--- src/rtl/fault_pkg.sv ---
package fault_pkg;
  parameter int unsigned N_FLAGS = 4;
  typedef logic [N_FLAGS-1:0] flag_vec_t;
  typedef enum int unsigned {
    FLT_BUS  = 0,
    FLT_RXD  = 1,
    FLT_TXD  = 2,
    FLT_GND  = 3
  } flag_idx_e;
endpackage

--- src/rtl/fault_sync.sv ---
module fault_sync #(
  parameter int unsigned WIDTH  = 4,
  parameter int unsigned STAGES = 2
) (
  input  logic             clk_i,
  input  logic             rst_ni,
  input  logic [WIDTH-1:0] d_i,
  output logic [WIDTH-1:0] q_o
);
  logic [WIDTH-1:0] stg_q [STAGES];

  for (genvar s = 0; s < STAGES; s++) begin : g_stage
    if (s == 0) begin : g_first
      always_ff @(posedge clk_i or negedge rst_ni)
        if (!rst_ni) stg_q[0] <= '0;
        else         stg_q[0] <= d_i;
    end else begin : g_next
      always_ff @(posedge clk_i or negedge rst_ni)
        if (!rst_ni) stg_q[s] <= '0;
        else         stg_q[s] <= stg_q[s-1];
    end
  end

  assign q_o = stg_q[STAGES-1];
endmodule

--- src/rtl/fault_edge.sv ---
module fault_edge #(
  parameter int unsigned WIDTH = 4
) (
  input  logic             clk_i,
  input  logic             rst_ni,
  input  logic [WIDTH-1:0] sync_i,
  output logic [WIDTH-1:0] status_o,
  output logic             evt_o
);
  logic [WIDTH-1:0] status_q;

  always_ff @(posedge clk_i or negedge rst_ni)
    if (!rst_ni) status_q <= '0;
    else         status_q <= sync_i;

  // any bit, either polarity, folded into one event
  assign evt_o    = |(sync_i ^ status_q);
  assign status_o = status_q;


  status_change_evt_chk: assert property (@(posedge clk_i) disable iff (!rst_ni)
    !$stable(status_q) |-> $past(evt_o));
endmodule

--- src/rtl/irq_limiter.sv ---
module irq_limiter (
  input  logic clk_i,
  input  logic rst_ni,
  input  logic evt_i,
  input  logic en_i,
  input  logic period_start_i,
  input  logic clr_i,
  output logic irq_o
);
  logic pending_q, used_q, irq_q;
  logic avail, fire;

  assign avail = period_start_i | ~used_q;
  assign fire  = pending_q & avail & en_i;

  always_ff @(posedge clk_i or negedge rst_ni)
    if (!rst_ni) begin
      pending_q <= 1'b0;
      used_q    <= 1'b0;
      irq_q     <= 1'b0;
    end else begin
      pending_q <= en_i & ((pending_q & ~fire) | evt_i);
      if (fire)                used_q <= 1'b1;
      else if (period_start_i) used_q <= 1'b0;
      if (fire)                irq_q <= 1'b1;   // set wins over clear
      else if (clr_i)          irq_q <= 1'b0;
    end

  assign irq_o = irq_q;


  disabled_no_pending_chk: assert property (@(posedge clk_i) disable iff (!rst_ni)
    !en_i |=> !pending_q);

  one_per_period_chk: assert property (@(posedge clk_i) disable iff (!rst_ni)
    ($rose(irq_q) && !$past(period_start_i)) |-> !$past(used_q));

  irq_from_pending_chk: assert property (@(posedge clk_i) disable iff (!rst_ni)
    $rose(irq_q) |-> $past(pending_q));

  irq_held_chk: assert property (@(posedge clk_i) disable iff (!rst_ni)
    (irq_q && !clr_i) |=> irq_q);
endmodule

--- src/rtl/fault_flag_irq.sv ---
module fault_flag_irq
  import fault_pkg::*;
#(
  parameter int unsigned SYNC_STAGES = 2
) (
  input  logic            clk_i,
  input  logic            rst_ni,
  input  logic [N_FLAGS-1:0] flags_i,
  input  logic            irq_en_i,
  input  logic            period_start_i,
  input  logic            irq_clr_i,
  input  logic            rd_i,
  output logic [N_FLAGS-1:0] rd_data_o,
  output logic            irq_o,
  input  logic            gnd_lvl_sel_i,
  output logic            gnd_lvl_o
);
  flag_vec_t sync_w, status_w, rd_q;
  logic      evt_w, gnd_q;

  fault_sync #(.WIDTH(N_FLAGS), .STAGES(SYNC_STAGES)) i_sync (
    .clk_i, .rst_ni, .d_i(flags_i), .q_o(sync_w)
  );

  fault_edge #(.WIDTH(N_FLAGS)) i_edge (
    .clk_i, .rst_ni, .sync_i(sync_w), .status_o(status_w), .evt_o(evt_w)
  );

  irq_limiter i_limit (
    .clk_i, .rst_ni, .evt_i(evt_w), .en_i(irq_en_i),
    .period_start_i, .clr_i(irq_clr_i), .irq_o
  );

  always_ff @(posedge clk_i or negedge rst_ni)
    if (!rst_ni) begin
      rd_q  <= '0;
      gnd_q <= 1'b0;
    end else begin
      if (rd_i) rd_q <= status_w;
      gnd_q <= gnd_lvl_sel_i;
    end

  assign rd_data_o = rd_q;
  assign gnd_lvl_o = gnd_q;


  rd_hold_chk: assert property (@(posedge clk_i) disable iff (!rst_ni)
    !rd_i |=> $stable(rd_data_o));

  gnd_follow_chk: assert property (@(posedge clk_i) disable iff (!rst_ni)
    gnd_lvl_o == $past(gnd_lvl_sel_i));
endmodule

--- config.mk ---
export PLATFORM = sky130hd
export DESIGN_NAME = fault_flag_irq
export DESIGN_NICKNAME = d
export VERILOG_FILES = /design/src/rtl/fault_pkg.sv /design/src/rtl/fault_sync.sv /design/src/rtl/fault_edge.sv /design/src/rtl/irq_limiter.sv /design/src/rtl/fault_flag_irq.sv
export SDC_FILE = /design/constraint.sdc
export NUM_CORES = 1
export LEC_CHECK = 0
export BUFFER_PORTS_ARGS = -buffer_cell sky130_fd_sc_hd__buf_2
export CAP_MARGIN = 25
export CORE_AREA = 5 5 46 48
export DETAILED_ROUTE_END_ITERATION = 10
export DIE_AREA = 0 0 51 53
export GPL_TIMING_DRIVEN = 0
export SYNTH_ARGS = -nofsm -noshare
export SYNTH_HDL_FRONTEND = slang
export SYNTH_SLANG_ARGS = --single-unit
--- constraint.sdc ---
create_clock -name clk_i -period 1.35 [get_ports clk_i]
set_input_delay 0.27 -clock clk_i [delete_from_list [all_inputs] [get_ports clk_i]]
set_output_delay 0.27 -clock clk_i [all_outputs]
set_load 0.01 [all_outputs]
Yosys cells after proc, flatten, opt, wreduce, memory -nomap -nowiden:

Index checks and enable logic that the tools add are counted.

* output and inout bits: 6
* bits of input ports: 11
* word-level logic and storage cells: 24
* register bits: 20

* reduce and logical (&&, ||, !) cells: 3
* bitwise logic cells: 9
* muxes and demuxes: 4

Operators by type and width (count)
* $and A1 B1 Y1: 4
* $mux W1: 4
* $reduce_bool A2 Y1: 2
* $reduce_or A4 Y1: 1
* $xor A4 B4 Y4: 1
* $not A1 Y1: 2
* $or A1 B1 Y1: 2

Longest topological paths before layout:

Gate-level depths: netlist (run 1).

* depth in word-level cells: 8
* depth in mapped cells: 3
* mapped depth without buffers: 3

Cells and area by module:

A second synthesis (run 1) with hierarchy kept.

* cells, all modules: 40
* area, all modules: 660.6 um2

By module, submodules not included
* fault_sync: cells each 12, sequential area each 200.2 um2, area an instance 230.2 um2, instances 1
* fault_flag_irq: cells each 9, sequential area each 125.1 um2, area an instance 170.2 um2, instances 1
* fault_edge: cells each 9, sequential area each 100.1 um2, area an instance 141.4 um2, instances 1
* irq_limiter: cells each 10, sequential area each 75.1 um2, area an instance 118.9 um2, instances 1

Worst setup path before layout (run 1):

Ideal clock, no wire load.

* kind: register to register
* from: register i_edge.status_q[3], in the netlist i_edge.status_o[3]
* to: register i_limit.pending_q
* slack: 0.475 ns
* library setup time: 0.127 ns
* data arrival time: 0.748 ns
* stages on the path, launching flop included: 4
* path buffers: 0
* period minus slack after synthesis: 0.875 ns
* required time: 1.223 ns
* path through: dfrtp_1 xor2_1 nor3_1 a21boi_1

* word-level cells in the longest chain between the ends: 4

RTL lines
* start: declaration: line fault_edge.sv:10 `logic [WIDTH-1:0] status_q;`
* start signal: assignment: line fault_edge.sv:14 `else status_q <= sync_i;`
* $xor A4 B4 Y4: line fault_edge.sv:17 `assign evt_o = |(sync_i ^ status_q);`
* $reduce_or A4 Y1: line fault_edge.sv:17
* $or A1 B1 Y1: line irq_limiter.sv:22 `pending_q <= en_i & ((pending_q & ~fire) | evt_i);`
* $and A1 B1 Y1: line irq_limiter.sv:22
* end signal: assignment: line irq_limiter.sv:22
* end: declaration: line irq_limiter.sv:10 `logic pending_q, used_q, irq_q;`

Every way passes these cells.
A chain may end at the register's enable or synchronous reset.

Final worst setup path (run 1):

* from: register rd_q[0], in the netlist rd_data_o[0]
* to: output port rd_data_o[0]

RTL lines
* start: declaration: line fault_flag_irq.sv:18 `flag_vec_t sync_w, status_w, rd_q;`
* start signal: assignment: line fault_flag_irq.sv:39 `if (rd_i) rd_q <= status_w;`
* end: declaration: line fault_flag_irq.sv:13 `output logic [N_FLAGS-1:0] rd_data_o,`

No word-level cell between the ends.

==> results of run 1 <==
[cell families (layout without fill, tap and decap cells)]
| group | Yosys count | after routing | synth area share |
|---|---|---|---|
| compound gates | 3 | 3 | 0.0299 |
| xor+xnor | 4 | 4 | 0.0559 |
| buf+inv | 1 | 22 | 0.00598 |
| flops | 20 | 20 | 0.798 |
| mux | 4 | 4 | 0.0719 |
| simple gates | 4 | 4 | 0.0379 |
[cell usage after synthesis]
cell / count / share of area
sky130_fd_sc_hd__nand2_1: 1 / 0.0060
sky130_fd_sc_hd__nor2b_2: 1 / 0.014
sky130_fd_sc_hd__mux2_2: 4 / 0.072
sky130_fd_sc_hd__a21oi_1: 1 / 0.0080
sky130_fd_sc_hd__nand2b_1: 1 / 0.010
sky130_fd_sc_hd__a21boi_1: 1 / 0.012
sky130_fd_sc_hd__o22ai_1: 1 / 0.010
sky130_fd_sc_hd__xor2_1: 4 / 0.056
sky130_fd_sc_hd__dfrtp_1: 20 / 0.80
sky130_fd_sc_hd__nor3_1: 1 / 0.0080
sky130_fd_sc_hd__inv_1: 1 / 0.0060
[state kept, by name, summed over array words and instances (netlist names)]
signal,count
i_limit.used_q,1
i_sync.q_o,4
i_limit.pending_q,1
rd_data_o,4
i_limit.irq_o,1
gnd_lvl_o,1
i_sync.stg_q,4
i_edge.status_o,4
[cell type report]
cell class	count	area (um^2)	share of cell area
sequential	20	500	0.646
multi-input combinational	15	123	0.158
timing repair buffer	17	90.1	0.116
clock buffer	4	36.3	0.0468
tap	17	21.3	0.0275
inverter	1	3.75	0.00485
[how the worst max path moves through the flow]
| stage | endpoint | slack [ns] |
|---|---|---|
| detailed placement | i_limit.pending_q | 0.38 |
| global placement | i_limit.pending_q | 0.40 |
| finish | rd_data_o[0] | 0.27 |
| CTS | rd_data_o[0] | 0.24 |
| floorplan | i_limit.pending_q | 0.47 |
| global route | rd_data_o[0] | 0.21 |
[report_power, final]
group	internal, mW	switching (mW)	total [mW]
clock network	0.164	0.163	0.327
registers	0.639	0.0174	0.656
logic	0.0466	0.0426	0.0891
[timing repair]
| action | 4_1_cts | 5_1_grt |
|---|---|---|
| setup buffers | 0 | 0 |
| hold endpoints to repair | 20 | 0 |
| hold buffers | 1 | 0 |
[stage by stage]
step	power, mW	worst slack, ns	instance area (um^2)	std cells
4_1_cts	1.10	0.241	774	74
2_1_floorplan	0.708	0.475	627	36
3_5_place_dp	0.760	0.382	728	69
6_report	1.07	0.266	774	74
5_1_grt	1.14	0.212	774	74
3_3_place_gp	0.756	0.401	728	69
[layer usage]
layer	global-route usage	wire (um)	vias up
met3	0.0366	75	0
met4	0.0404	0	0
met5	0	0	-
met1	0.0914	342	164
met2	0.124	420	12
li1	-	-	159
==> flow_metrics.env, run 1 <==
export IMPL_run_status="complete, no violations"
export IMPL_final_period_minus_worst_setup_slack_ns=1.08
export IMPL_fin_util=0.464
export IMPL_synth_sequential_area_ratio=0.798
export IMPL_floorplan_die_area_um2=2700
export IMPL_max_stage_delay_ns=0.39
export IMPL_dieWidth_um=51
export IMPL_cp_data_required_time_ns=1.08
export IMPL_hold_class="in2reg"
export IMPL_worstPathCellList="buf_2"
export IMPL_antenna_violating_nets_post_route=0
export IMPL_post_route_cells_drive_above_1_share=0.439
export IMPL_antenna_found_initial=0
export IMPL_worstMarginPinSlew_ns=0.430
export IMPL_vdd_ir_drop_worst_uv=633
export IMPL_cp_data_arrival_time_ns=0.81
export IMPL_critical_path_depth_in_cells=1
export IMPL_fin_setup_tns_ns=0
export IMPL_critPathLaunchType="flop"
export IMPL_viasPerCell=4.53
export IMPL_routed_wl_per_cell_um=11.3
export IMPL_timing_hold_violations_final=0
export IMPL_hold_start="flags_i[1]"
export IMPL_syn_cell_area_um2=627
export IMPL_cts_max_path_buffers=2
export IMPL_initial_core_util=0.375
export IMPL_layout_worst_path_cycle_share=0.803
export IMPL_power_density_nw_per_um2=1380
export IMPL_hpwlAfterDp_um=627
export IMPL_worst_r2r_endpoint="i_limit.pending_q"
export IMPL_residual_drc_count=0
export IMPL_ff2ff_setup_slack_ns=0.40
export IMPL_clk_transition_reported_paths_ns=0.10
export IMPL_worstSetupStartpoint="rd_data_o[0]"
export IMPL_n_fill_cell=161
export IMPL_numCtsBuffers=3
export IMPL_setup_viol=0
export IMPL_cts_resized=0
export IMPL_netlist_cell_type_count=11
export IMPL_number_of_drc_markers_after_the_initial_detailed_route_iteration=2
export IMPL_antenna_cells_inserted=0
export IMPL_grt_max_degree=21
export IMPL_core_rowCount=15
export IMPL_worstSetupPathType="reg2out"
export IMPL_r2r_cells=3
export IMPL_holdPathStages=1
export IMPL_number_of_global_route_vias_before_repair=368
export IMPL_nets=69
export IMPL_critical_path_peak_fanout=2
export IMPL_syn_avg_cell_area_um2=17.4
export IMPL_insertion_delay_ns=0.29
export IMPL_route_vias_total=335
export IMPL_hold_slack_ns=0.0794
export IMPL_crit_family="flip-flops"
export IMPL_final_cell_mix="sky130_fd_sc_hd__dfrtp_1 (20), sky130_fd_sc_hd__buf_2 (16), sky130_fd_sc_hd__xor2_1 (4), sky130_fd_sc_hd__mux2_2 (4), sky130_fd_sc_hd__clkbuf_4 (3)"
export IMPL_max_cap_viol_count=0
export IMPL_htree_num_levels=1
export IMPL_synth_fp_nets=47
export IMPL_io_pins=17
export IMPL_finalMaxSlewViolations=0
export IMPL_synth_warnings=0
export IMPL_grt_pass1_wl_um=1500
export IMPL_grt_usage=0.0797
export IMPL_critical_path_slowest_stage_cell="sky130_fd_sc_hd__dfrtp_1"
export IMPL_max_clock_freq_mhz=922
export IMPL_placement_io_buffers=16
export IMPL_cts_tree="built"
export IMPL_min_delay_worst_endpoint="i_sync.stg_q[5]"
export IMPL_area_delta_synth_final_pct=23.6
export IMPL_synth_seq_cells=20
export IMPL_clock_sinks=20
export IMPL_worstPathBufferInverterCount=1
export IMPL_unrepaired_setup_endpoints_after_global_routing="no"
export IMPL_mostFrequentLayoutCell="sky130_fd_sc_hd__dfrtp_1"
export IMPL_worst_slew_margin_rel=0.713
export IMPL_p_leak_nw=0.376
export IMPL_core_region_area_um2=1670
export IMPL_endpoint_kind="primary output"
export IMPL_totalWireLength_um=838
export IMPL_place_congestion=0.707
export IMPL_drtPass1Iterations=2
export IMPL_final_setup_skew_ns=0.00235
export IMPL_clock_root_buffer="sky130_fd_sc_hd__clkbuf_4"
export IMPL_overflow_after_grt=0
export IMPL_netlist_instances=36
export IMPL_die_y_um=53
export IMPL_crit_reg2reg_launch="i_edge.status_o[3]"
No activity file was read; power rests on OpenSTA's default activity.
==> run 2: changes to the inputs <==
Settings changed: ABC_AREA set to 1, CORE_AREA 5 5 46 48 to 5 5 47 49, DIE_AREA 0 0 51 53 to 0 0 52 54.
Clock period 1.35 ns to 1 ns, I/O delays scaled along.
==> flow_metrics.env, run 2 <==
export IMPL_run_status="finished with violations"
export IMPL_failing_checks="negative setup slack"
export IMPL_worst_slew_margin_rel=0.714
export IMPL_p_leak_nw=0.475
export IMPL_antenna_violating_nets_post_route=0
export IMPL_netlist_instances=62
export IMPL_cp_data_required_time_ns=0.80
export IMPL_routed_wl_per_cell_um=9.20
export IMPL_syn_cell_area_um2=669
export IMPL_hold_class="in2reg"
export IMPL_placement_io_buffers=15
export IMPL_n_fill_cell=183
export IMPL_drtPass1Iterations=3
export IMPL_cts_max_path_buffers=2
export IMPL_layoutNonFillerInstCount=115
export IMPL_antenna_cells_inserted=0
export IMPL_layout_worst_path_cycle_share=1.03
export IMPL_synth_warnings=0
export IMPL_insertion_delay_ns=0.30
export IMPL_critPathLaunchType="flop"
export IMPL_core_region_area_um2=1820
export IMPL_synth_fp_nets=73
export IMPL_min_delay_worst_endpoint="i_limit.irq_o"
export IMPL_residual_drc_count=0
export IMPL_worstPathBufferInverterCount=1
export IMPL_crit_family="flip-flops"
export IMPL_overflow_after_grt=0
export IMPL_clock_root_buffer="sky130_fd_sc_hd__clkbuf_4"
export IMPL_area_delta_synth_final_pct=32.1
export IMPL_hold_start="irq_clr_i"
export IMPL_max_cap_viol_count=0
export IMPL_timing_hold_violations_final=0
export IMPL_worstPathCellList="buf_2"
export IMPL_netlist_cell_type_count=9
export IMPL_synth_top_cells_by_count="sky130_fd_sc_hd__dfrtp_1 (20), sky130_fd_sc_hd__nand2_1 (16), sky130_fd_sc_hd__inv_1 (12)"
export IMPL_io_pins=17
export IMPL_unrepaired_setup_endpoints_after_global_routing="yes"
export IMPL_postSynth_topFlopCell="sky130_fd_sc_hd__dfrtp_1"
export IMPL_floorplan_die_area_um2=2810
export IMPL_setup_viol=5
export IMPL_synth_enable_flop_cells=0
export IMPL_overall_power_of_the_completed_layout_mw=1.49
export IMPL_core_rowCount=16
export IMPL_hpwlAfterDp_um=741
export IMPL_htree_num_levels=1
export IMPL_route_vias_total=461
export IMPL_finalMaxSlewViolations=0
export IMPL_hold_slack_ns=0.0809
export IMPL_synth_largest_type_area_fraction=0.748
export IMPL_numCtsBuffers=3
export IMPL_die_y_um=54
export IMPL_critical_path_peak_fanout=2
export IMPL_post_place_cells=104
export IMPL_place_congestion=0.749
export IMPL_ff2ff_setup_slack_ns=0.10
export IMPL_viasPerCell=4.01
export IMPL_antenna_found_initial=0
export IMPL_dieWidth_um=52
export IMPL_max_stage_delay_ns=0.39
export IMPL_worstSetupPathType="reg2out"
export IMPL_synthMostInstantiatedCell="sky130_fd_sc_hd__dfrtp_1"
export IMPL_grt_pass1_wl_um=1830
export IMPL_asyncSetResetFlopFracSynth=1.00
export IMPL_worst_r2r_endpoint="i_limit.pending_q"
export IMPL_clock_sinks=20
export IMPL_fin_util=0.486
export IMPL_synth_top_cells_by_area="sky130_fd_sc_hd__dfrtp_1 (75%), sky130_fd_sc_hd__nand2_1 (9.0%), sky130_fd_sc_hd__inv_1 (6.7%)"
export IMPL_worstMarginPinSlew_ns=0.430
export IMPL_final_cell_mix="sky130_fd_sc_hd__dfrtp_1 (20), sky130_fd_sc_hd__nand2_1 (16), sky130_fd_sc_hd__buf_2 (16), sky130_fd_sc_hd__inv_1 (12), sky130_fd_sc_hd__dlygate4sd3_1 (6)"
export IMPL_final_setup_skew_ns=0.00347
export IMPL_clk_transition_reported_paths_ns=0.11
export IMPL_critical_path_slowest_stage_cell="sky130_fd_sc_hd__dfrtp_1"
export IMPL_cp_data_arrival_time_ns=0.83
export IMPL_vdd_ir_drop_worst_uv=879
export IMPL_r2r_cells=6
export IMPL_max_clock_freq_mhz=974
export IMPL_grt_usage=0.0951
export IMPL_crit_reg2reg_launch="i_sync.q_o[1]"
export IMPL_final_period_minus_worst_setup_slack_ns=1.03
export IMPL_grt_max_degree=21
export IMPL_worstSetupStartpoint="rd_data_o[1]"
export IMPL_post_route_cells_drive_above_1_share=0.250
export IMPL_synth_sequential_area_ratio=0.748
export IMPL_holdPathStages=2
export IMPL_mostFrequentLayoutCell="sky130_fd_sc_hd__dfrtp_1"
export IMPL_power_density_nw_per_um2=1690
export IMPL_totalWireLength_um=1060
export IMPL_nets=100
export IMPL_syn_avg_cell_area_um2=10.8
export IMPL_cts_tree="built"
export IMPL_number_of_drc_markers_after_the_initial_detailed_route_iteration=3
export IMPL_endpoint_kind="primary output"
export IMPL_yosys_area_top_type="sky130_fd_sc_hd__dfrtp_1"
export IMPL_synth_seq_cells=20
export IMPL_fin_ws_ns=-0.0265
export IMPL_number_of_global_route_vias_before_repair=462
export IMPL_initial_core_util=0.367
==> run 2: routing by layer <==
layer | global-route usage | vias up | share of wire
met3 | 0.0249 | 5 | 0.054
met1 | 0.101 | 206 | 0.42
met4 | 0.0917 | 0 | 0.035
met2 | 0.153 | 14 | 0.49
li1 | - | 236 | -
met5 | 0 | - | 0
==> run 2: worst max-delay path by stage <==
stage | depth (start not counted) | end | slack (ns)
floorplan | 6 | i_limit.pending_q | 0.18
CTS | 1 | rd_data_o[1] | -0.05
finish | 1 | rd_data_o[1] | -0.03
global placement | 6 | i_limit.pending_q | 0.10
detailed placement | 6 | i_limit.pending_q | 0.08
global route | 1 | rd_data_o[1] | -0.09
==> run 2: per-stage QoR <==
stage               worst slack (ns)  instance area [um^2]  setup TNS, ns
floorplan                      0.183                   669              0
global placement               0.101                   778              0
finish                       -0.0265                   885         -0.109
global route                 -0.0869                   885         -0.486
detailed placement            0.0752                   778              0
CTS                          -0.0479                   875         -0.232
==> run 2: layout make-up <==
type | instances | area [um^2] | share of cell area
Tap cell | 27 | 33.8 | 0.0382
Buffer | 1 | 5.00 | 0.00566
Sequential cell | 20 | 500 | 0.566
Timing Repair Buffer | 22 | 143 | 0.161
Inverter | 12 | 45.0 | 0.0509
Clock buffer | 4 | 36.3 | 0.0410
Multi-Input combinational cell | 29 | 121 | 0.137
==> run 2: where the power goes <==
part,switching [mW],internal [mW]
combinational,0.0774,0.0713
clock,0.238,0.222
sequential,0.0231,0.861
==> run 2: worst register-to-register path, cell delays in order (launching register included) <==
cell and delay [ns]:
sky130_fd_sc_hd__dfrtp_1 0.40, sky130_fd_sc_hd__nand2_1 0.07, sky130_fd_sc_hd__nand2_1 0.06, sky130_fd_sc_hd__nor2_2 0.11, sky130_fd_sc_hd__nand3_1 0.08, sky130_fd_sc_hd__nand2_1 0.06
sky130_fd_sc_hd__inv_1 0.03
==> run 2: what timing repair did <==
| item | in CTS | in global routing |
|---|---|---|
| setup buffers | 0 | 1 |
| resized for setup | 0 | 1 |
| hold endpoints to repair | 25 | 0 |
| pin swaps | 0 | 0 |
| endpoints found under the setup margin | 6 | 7 |
| hold buffers | 6 | 0 |
==> run 2: cells by family (layout without fill, tap and decap cells) <==
kind of cell,count (synthesis),after routing,share of synthesized area
buf+inv,13,39,0.0748
flops,20,20,0.748
simple gates,23,23,0.131
compound gates,6,6,0.0467
==> run 3: changes to the inputs <==
Settings changed: CELL_PAD_IN_SITES_DETAIL_PLACEMENT set to 1, CELL_PAD_IN_SITES_GLOBAL_PLACEMENT set to 1, CTS_BUF_LIST set to sky130_fd_sc_hd__clkbuf_16, PLACE_DENSITY_LB_ADDON set to 0.1.
Clock period 1 ns to 1.3 ns, I/O delays scaled along.
==> flow_metrics.env, run 3 (synthesized netlist as in run 2, its figures left out) <==
export IMPL_critical_path_peak_fanout=2
export IMPL_grt_pass1_wl_um=1940
export IMPL_overall_power_of_the_completed_layout_mw=1.39
export IMPL_core_region_area_um2=1820
export IMPL_route_top_layer_used="met4"
export IMPL_p_leak_nw=0.465
export IMPL_initial_core_util=0.367
export IMPL_clock_sinks=20
export IMPL_run_status="complete, no violations"
export IMPL_worstMarginPinSlew_ns=0.419
export IMPL_grt_usage=0.103
export IMPL_final_period_minus_worst_setup_slack_ns=1.01
export IMPL_vdd_ir_drop_worst_uv=809
export IMPL_max_stage_delay_ns=0.37
export IMPL_io_pins=17
export IMPL_post_route_cells_drive_above_1_share=0.235
export IMPL_critPathLaunchType="flop"
export IMPL_htree_num_levels=1
export IMPL_cts_max_path_buffers=2
export IMPL_unrepaired_setup_endpoints_after_global_routing="no"
export IMPL_worstPathBufferInverterCount=1
export IMPL_clk_transition_reported_paths_ns=0.05
export IMPL_antenna_found_initial=0
export IMPL_number_of_drc_markers_after_the_initial_detailed_route_iteration=5
export IMPL_final_setup_skew_ns=0.00118
export IMPL_floorplan_die_area_um2=2810
export IMPL_totalWireLength_um=1120
export IMPL_placement_io_buffers=15
export IMPL_hold_class="in2reg"
export IMPL_crit_family="flip-flops"
export IMPL_cts_setup_buffers=0
export IMPL_power_density_nw_per_um2=1610
export IMPL_antenna_cells_inserted=0
export IMPL_number_of_global_route_vias_before_repair=471
export IMPL_drtPass1Iterations=4
export IMPL_critical_path_slowest_stage_cell="sky130_fd_sc_hd__dfrtp_1"
export IMPL_endpoint_kind="primary output"
export IMPL_met2RoutedLength_um=534
export IMPL_clock_root_buffer="sky130_fd_sc_hd__clkbuf_16"
export IMPL_cp_data_arrival_time_ns=0.75
export IMPL_routedLengthMet1_um=462
export IMPL_fin_ws_ns=0.285
export IMPL_overflow_after_grt=0
export IMPL_viasPerCell=4.26
export IMPL_area_delta_synth_final_pct=29.0
export IMPL_final_cell_mix="sky130_fd_sc_hd__dfrtp_1 (20), sky130_fd_sc_hd__nand2_1 (16), sky130_fd_sc_hd__buf_2 (16), sky130_fd_sc_hd__inv_1 (12), sky130_fd_sc_hd__nor2_1 (6)"
export IMPL_hpwlAfterDp_um=838
export IMPL_residual_drc_count=0
export IMPL_cp_data_required_time_ns=1.04
export IMPL_place_congestion=0.718
export IMPL_core_rowCount=16
export IMPL_insertion_delay_ns=0.25
export IMPL_antenna_violating_nets_post_route=0
export IMPL_max_cap_viol_count=0
export IMPL_grt_max_degree=21
export IMPL_worstPathCellList="buf_2"
export IMPL_worstSetupPathType="reg2out"
export IMPL_finalMaxSlewViolations=0
export IMPL_worst_slew_margin_rel=0.720
export IMPL_timing_hold_violations_final=0
export IMPL_fin_setup_tns_ns=0
export IMPL_met3_length_um=75
export IMPL_preCtsSetupSlack_ns=0.356
export IMPL_cts_resized=0
export IMPL_cts_tree="built"
export IMPL_max_clock_freq_mhz=985
export IMPL_die_y_um=54
export IMPL_setup_viol=0
export IMPL_layout_worst_path_cycle_share=0.781
export IMPL_dieWidth_um=52
export IMPL_nets=94
export IMPL_mostFrequentLayoutCell="sky130_fd_sc_hd__dfrtp_1"
export IMPL_numCtsBuffers=3
export IMPL_route_vias_total=460
export IMPL_routed_wl_per_cell_um=10.4
run 3: cell types whose count changed in the layout (fill, tap and decap cells not counted):
cell,before,now
sky130_fd_sc_hd__dlygate4sd3_1,6,1
sky130_fd_sc_hd__buf_4,1,0
sky130_fd_sc_hd__clkbuf_4,3,0
sky130_fd_sc_hd__clkbuf_8,1,0
sky130_fd_sc_hd__nor2_2,1,0
sky130_fd_sc_hd__clkbuf_16,0,3
sky130_fd_sc_hd__nor2_1,5,6
run 3: layout make-up:
| class | count | area, um^2 |
|---|---|---|
| plain buffers | 1 | 5.00 |
| clock buffers | 3 | 75.1 |
| fillers | 216 | 958 |
| inverters | 12 | 45.0 |
| multi-input cells | 29 | 119 |
| flip-flops and latches | 20 | 500 |
| well taps | 27 | 33.8 |
| repair buffers | 16 | 85.1 |
run 3: metal layers:
metal,up-vias,GRT usage
li1,221,-
met4,0,0.105
met5,-,0
met2,14,0.153
met3,5,0.0332
met1,220,0.113
run 3: repair_timing:
action | in CTS | in global routing
endpoints found under the setup margin | 0 | 0
hold buffers | 1 | 0
endpoints found under the hold margin | 20 | 0
run 3: metrics by stage:
stage                     utilization  cells  instance area [um^2]  hold slack, ns
after floorplan                     -     62                   669         -0.0356
after global placement          0.427    104                   778           0.227
after detailed placement        0.427    104                   778           0.229
after CTS                       0.474    108                   863           0.111
after global routing            0.474    108                   863           0.103
final                           0.474    108                   863           0.113
run 3: where the power goes:
group / internal, mW / switching [mW] / total, mW
Sequential: 0.665 / 0.0178 / 0.682
Clock: 0.405 / 0.202 / 0.607
Combinational: 0.0414 / 0.0580 / 0.0995
Total: 1.11 / 0.278 / 1.39
run 3: final timing paths:
| check | start | endpoint | slack (ns) | cells after the start |
|---|---|---|---|---|
| worst max-delay path | rd_data_o[1] | rd_data_o[1] | 0.29 | 1 |
| worst min-delay path | flags_i[0] | i_sync.stg_q[4] | 0.11 | 1 |
| worst max register to register | i_sync.q_o[1] | i_limit.pending_q | 0.38 | 6 |
| worst min register to register | i_sync.stg_q[5] | i_sync.q_o[1] | 0.35 | 0 |
| max in group asynchronous | rst_ni | i_limit.irq_o | 0.52 | 2 |
| min in group asynchronous | rst_ni | rd_data_o[1] | 0.48 | 2 |
